## config.mk

```make
export PLATFORM = sky130hd
export DESIGN_NAME = code_setup_arbiter
export DESIGN_NICKNAME = d
export VERILOG_FILES = /design/src/rtl/csa_pkg.sv /design/src/rtl/csa_req_decode.sv /design/src/rtl/csa_dest_ctrl.sv /design/src/rtl/csa_grant_merge.sv /design/src/rtl/code_setup_arbiter.sv
export SDC_FILE = /design/constraint.sdc
export NUM_CORES = 1
export LEC_CHECK = 0
export BUFFER_PORTS_ARGS = -buffer_cell sky130_fd_sc_hd__buf_2
export CAP_MARGIN = 30
export CORE_MARGIN = 4
export CORE_UTILIZATION = 40
export CTS_CLUSTER_DIAMETER = 60
export DETAILED_ROUTE_END_ITERATION = 8
export SLEW_MARGIN = 5
export SYNTH_ARGS = -nofsm -noshare
export SYNTH_HDL_FRONTEND = slang
export SYNTH_SLANG_ARGS = --single-unit
```

## constraint.sdc

```tcl
create_clock -name clk -period 7.6 [get_ports clk]
set_clock_uncertainty 0.15 [all_clocks]
set_input_delay 1.52 -clock clk [delete_from_list [all_inputs] [get_ports clk]]
set_output_delay 1.52 -clock clk [all_outputs]
set_load 0.005 [all_outputs]
```

## src/rtl/csa_pkg.sv

```systemverilog
package csa_pkg;

    typedef enum logic [1:0] {
        ST_IDLE  = 2'd0,
        ST_SETUP = 2'd1,
        ST_GRANT = 2'd2
    } port_state_e;

endpackage

```

## src/rtl/csa_req_decode.sv

```systemverilog
module csa_req_decode #(
    parameter int N_NODES = 6,
    parameter int ID_W    = 3
) (
    input  logic                              clk,
    input  logic                              rst_n,
    input  logic [N_NODES-1:0]                req_valid,
    input  logic [N_NODES*ID_W-1:0]           req_dest,
    output logic [N_NODES-1:0][N_NODES-1:0]   arrive_by_dest
);

    typedef struct packed {
        logic [N_NODES-1:0] inflight;
    } dec_t;

    dec_t s_d, s_q;
    logic [N_NODES-1:0] fresh;

    always_comb begin
        s_d = s_q;
        fresh = '0;
        arrive_by_dest = '0;
        for (int i = 0; i < N_NODES; i++) begin
            logic [ID_W-1:0] dst;
            dst = req_dest[i*ID_W +: ID_W];
            if (req_valid[i] && !s_q.inflight[i] &&
                (int'(dst) != i) && (int'(dst) < N_NODES)) begin
                fresh[i] = 1'b1;
            end
            for (int j = 0; j < N_NODES; j++) begin
                if (fresh[i] && (int'(dst) == j)) begin
                    arrive_by_dest[j][i] = 1'b1;
                end
            end
        end
        s_d.inflight = req_valid & (s_q.inflight | fresh);
    end

    always_ff @(posedge clk) begin
        if (!rst_n) begin
            s_q <= '0;
        end else begin
            s_q <= s_d;
        end
    end

endmodule

```

## src/rtl/csa_dest_ctrl.sv

```systemverilog
module csa_dest_ctrl
    import csa_pkg::*;
#(
    parameter int N_NODES = 6,
    parameter int ID_W    = 3
) (
    input  logic               clk,
    input  logic               rst_n,
    input  logic [N_NODES-1:0] arrive,
    input  logic [N_NODES-1:0] req_valid,
    input  logic               rx_ack,
    output logic               rx_setup,
    output logic [ID_W-1:0]    rx_src,
    output logic [N_NODES-1:0] grant_vec
);

    localparam int DEPTH = N_NODES;
    localparam int CNT_W = $clog2(DEPTH + 1);

    typedef struct packed {
        port_state_e                  st;
        logic [ID_W-1:0]              owner;
        logic [ID_W-1:0]              last;
        logic [CNT_W-1:0]             cnt;
        logic [DEPTH-1:0][ID_W-1:0]   q;
    } ctrl_t;

    ctrl_t s_d, s_q;
    int    pos;
    int    idx;

    always_comb begin
        s_d = s_q;
        pos = 0;
        idx = 0;
        case (s_q.st)
            ST_IDLE: begin
                if (s_q.cnt != '0) begin
                    s_d.owner = s_q.q[0];
                    for (int e = 0; e < DEPTH - 1; e++) begin
                        s_d.q[e] = s_q.q[e+1];
                    end
                    s_d.q[DEPTH-1] = '0;
                    s_d.cnt = s_q.cnt - 1'b1;
                    s_d.st  = ST_SETUP;
                end
            end
            ST_SETUP: begin
                if (rx_ack) begin
                    s_d.st   = ST_GRANT;
                    s_d.last = s_q.owner;
                end
            end
            ST_GRANT: begin
                if (!req_valid[s_q.owner]) begin
                    s_d.st = ST_IDLE;
                end
            end
            default: s_d.st = ST_IDLE;
        endcase
        pos = int'(s_d.cnt);
        for (int k = 1; k <= N_NODES; k++) begin
            idx = (int'(s_q.last) + k) % N_NODES;
            if (arrive[idx] && (pos < DEPTH)) begin
                s_d.q[pos] = ID_W'(idx);
                pos = pos + 1;
            end
        end
        s_d.cnt = CNT_W'(pos);
    end

    always_ff @(posedge clk) begin
        if (!rst_n) begin
            s_q      <= '0;
            s_q.st   <= ST_IDLE;
            s_q.last <= ID_W'(N_NODES - 1);
        end else begin
            s_q <= s_d;
        end
    end

    assign rx_setup = (s_q.st == ST_SETUP);
    assign rx_src   = s_q.owner;

    generate
        for (genvar g = 0; g < N_NODES; g++) begin : g_gnt
            assign grant_vec[g] = (s_q.st == ST_GRANT) && (s_q.owner == ID_W'(g));
        end
    endgenerate

endmodule

```

## src/rtl/csa_grant_merge.sv

```systemverilog
module csa_grant_merge #(
    parameter int N_NODES = 6
) (
    input  logic [N_NODES-1:0][N_NODES-1:0] per_dest,
    output logic [N_NODES-1:0]              grant
);

    always_comb begin
        grant = '0;
        for (int j = 0; j < N_NODES; j++) begin
            grant = grant | per_dest[j];
        end
    end

endmodule

```

## src/rtl/code_setup_arbiter.sv

```systemverilog
module code_setup_arbiter #(
    parameter  int N_NODES = 6,
    localparam int ID_W    = $clog2(N_NODES)
) (
    input  logic                      clk,
    input  logic                      rst_n,
    input  logic [N_NODES-1:0]        req_valid,
    input  logic [N_NODES*ID_W-1:0]   req_dest,
    input  logic [N_NODES-1:0]        rx_ack,
    output logic [N_NODES-1:0]        grant,
    output logic [N_NODES-1:0]        rx_setup,
    output logic [N_NODES*ID_W-1:0]   rx_src
);

    logic [N_NODES-1:0][N_NODES-1:0] arrive_by_dest;
    logic [N_NODES-1:0][N_NODES-1:0] grant_by_dest;

    csa_req_decode #(
        .N_NODES (N_NODES),
        .ID_W    (ID_W)
    ) u_decode (
        .clk            (clk),
        .rst_n          (rst_n),
        .req_valid      (req_valid),
        .req_dest       (req_dest),
        .arrive_by_dest (arrive_by_dest)
    );

    generate
        for (genvar j = 0; j < N_NODES; j++) begin : g_dest
            csa_dest_ctrl #(
                .N_NODES (N_NODES),
                .ID_W    (ID_W)
            ) u_ctrl (
                .clk       (clk),
                .rst_n     (rst_n),
                .arrive    (arrive_by_dest[j]),
                .req_valid (req_valid),
                .rx_ack    (rx_ack[j]),
                .rx_setup  (rx_setup[j]),
                .rx_src    (rx_src[j*ID_W +: ID_W]),
                .grant_vec (grant_by_dest[j])
            );
        end
    endgenerate

    csa_grant_merge #(
        .N_NODES (N_NODES)
    ) u_merge (
        .per_dest (grant_by_dest),
        .grant    (grant)
    );

endmodule

```

==> impl_metrics.ini <==
[routing]
drt_pass1_iterations = 6
wl_per_cell_um = 19.83
viasPerCell = 6.031
dr.first_iter.drc_count = 2485
drc = 0
drt_wl_total_um = 83910
route.vias.total = 25520
antenna_left = 0

[power_and_ir_drop]
powerDensity_nw_per_um2 = 469.7
leakage_nw = 11.07
ir_worst_vdd_mv = 0.6481

[worst_setup_path]
path_class = in2reg
cp_common_cell = ha_1
worst-path-max-fanout = 5
crit_path_start_kind = input port
critical_path.max_stage_delay_ns = 0.57
critPathSlowestCell = or4b_4
crit_required_ns = 7.83
cp-end-kind = flop
crit_family = simple AND/OR/NAND/NOR gates
path_buf_inv = 6
critPathArrivalTime_ns = 7.45

[floorplanning]
num_rows = 91
die-area_sq_um = 66240
io_pins = 62
die_x_um = 257.4
start_util_pct = 40.38
die_h_um = 257.4
core_sq_um = 61600

[global_route]
grt_max_degree = 58
grt_pass1_wl_um = 130500
grt_pass1_vias = 23040
grt_usage_pct = 24.28
gr-total-overflow = 0
antenna_found_initial = 17

[logic_synthesis]
seq_area_frac_synth_pct = 14.49
yosys_warnings = 0
synth_flop_cell = dfxtp_1
synth_cell_type_count = 138
synth_cells = 3311
synth.top_cell.area_share_pct = 14.49
synth_nets = 3459
yosys-top-cells-area = dfxtp_1 14%, mux2i_1 14%, ha_1 5.8%
synth-seq-cells = 180
yosysTopAreaCell = dfxtp_1
synth-edff-count = 0
synthArstFlopShare_pct = 0
postSynthAreaPerCell_sq_um = 7.513
synth_area_sq_um = 24880

[final_layout]
syn_to_final_growth_pct = 9.431
layout_common_cells = 344 x mux2i_1, 318 x nand2_1, 291 x nor2_1
drive_gt1_share_pct = 15.51
layout_commonest_cell = mux2i_1
final_cells = 4232
nets = 3520

[clock_tree]
clk_pin_slew_worst_paths_ns = 0.08
htreeDepth = 4
cts-root-buf = clkbuf_16
clock-sinks = 180
post_cts_buffers = 0
cts_tree = built
clk_latency_ns = 0.50
ctsLongestPathBuffers = 2
cts_buffers = 17

[placed_design]
place_inst = 4188
dp_hpwl_um = 64960
port_buffers = 61
gp_congestion = 0.9170

[timing]
hold_ws_ns = 0.3123
period_share_pct = 94.95
tightest_slew_ns = 0.9897
relSlewSlack_pct = 33.58
setup_violations = 0
hold_viol = 0
drv_slew = 0
finalCriticalPeriod_ns = 7.216
rsz0062_at_grt = false
max_freq_ghz = 0.1386

[min_path]
min_path_type = reg2reg

[run]
max_cap_viol_count = 0

[run_status]
status = finished clean
## worst min-delay path: stages (launching register included)
cell     delay [ns]
dfxtp_1        0.32
nand3_1        0.06
a21oi_1        0.05
## cell families (layout without fill, tap and decap cells)
family | Yosys count | count (layout) | share of synthesized area (%)
mux | 453 | 453 | 19.20
flops | 180 | 180 | 14.49
compound gates | 882 | 882 | 24.49
xor+xnor | 91 | 91 | 4.633
simple gates | 1264 | 1264 | 25.93
buf+inv | 325 | 398 | 5.422
other cells | 0 | 11 | 0
fa+ha+maj | 116 | 116 | 5.835
## Yosys cell counts, types with 10 or more instances
cell      number
a31oi_1       28
nor2_1       291
a21oi_1      204
mux2i_1      344
buf_2         19
ha_1         116
nor3_1        88
nor3b_1       21
o21ai_1       13
o32ai_1       12
a21o_1        28
o211ai_1      42
nand3b_1      15
nand4_1       44
buf_4         27
o211a_1       10
xnor2_1       51
nor2b_1       47
o21ai_0      205
inv_2         18
and2_1        33
o21a_1        30
or2_2         11
xor2_1        11
clkbuf_1     108
or3_1         31
dfxtp_1      180
buf_1         11
a221oi_1      11
and3_1        34
or4_1         16
o22ai_1       31
a211oi_1      36
nand2_1      319
a32oi_1       13
a211o_1       18
inv_1        136
nand2b_1      56
nand3_1      158
o31ai_1       14
nor4_1        20
nor4_2        11
mux2_2        98
## state kept, by name, indices dropped and copies added, names as in the netlist
| name | flops |
|---|---|
| g_dest.u_ctrl.rx_src | 18 |
| g_dest.u_ctrl.s_q | 156 |
| u_decode.s_q | 6 |
## per-layer routing
layer  part of all wire (%)  up-vias  global-route usage, %
met5                  0.070        -                      0
met1                     46    12070                  34.30
met2                     43      910                  37.91
li1                       -    12400                      -
met4                    2.9       10                  7.415
met3                    7.2      135                  4.074
## where the power goes
group / switching (mW) / internal, mW / total, mW
registers: 0.252 / 1.21 / 1.46
clock network: 0.488 / 0.433 / 0.921
logic: 6.29 / 4.12 / 10.4
total: 7.03 / 5.76 / 12.8
## area by class of cell
| cell class | count | area [sq um] |
|---|---|---|
| fillers | 6324 | 34380 |
| multi-input cells | 2806 | 19970 |
| flip-flops and latches | 180 | 3605 |
| repair buffers | 208 | 1411 |
| well taps | 837 | 1047 |
| inverters | 159 | 601.8 |
| clock buffers | 17 | 425.4 |
| clock inverters | 14 | 132.6 |
| diodes | 11 | 27.53 |
## repair_timing
action | in CTS | in global routing
endpoints found under the setup margin | 0 | 27
gates resized for setup | 0 | 7
hold buffers | 0 | 0
## through the flow
stage / TNS, ns / total power, mW / util, % / worst slack (ns) / instance area, sq um
after global routing: 0 / 13.87 / 44.16 / 0.01088 / 27200
after global placement: 0 / 11.62 / 43.13 / 0.02387 / 26570
after detailed placement: -0.05933 / 11.65 / 43.17 / -0.05933 / 26590
after floorplan: 0 / 8.998 / - / 0.01433 / 24900
after CTS: 0 / 12.63 / 44.07 / 0.4370 / 27150
final: 0 / 12.79 / 44.19 / 0.3838 / 27220
## path summary, 6_finish.rpt
check	start	slack, ns	cells past startpoint	endpoint
setup / recovery	req_dest[7]	0.38	31	g_dest[0].u_ctrl.s_q[3]
hold / removal	g_dest[1].u_ctrl.s_q[0]	0.31	2	g_dest[1].u_ctrl.rx_src[0]
setup reg to reg	g_dest[1].u_ctrl.s_q[21]	0.55	23	g_dest[1].u_ctrl.s_q[16]
hold reg to reg	g_dest[1].u_ctrl.s_q[0]	0.31	2	g_dest[1].u_ctrl.rx_src[0]
Note: power is estimated with default switching activity, not from simulation.
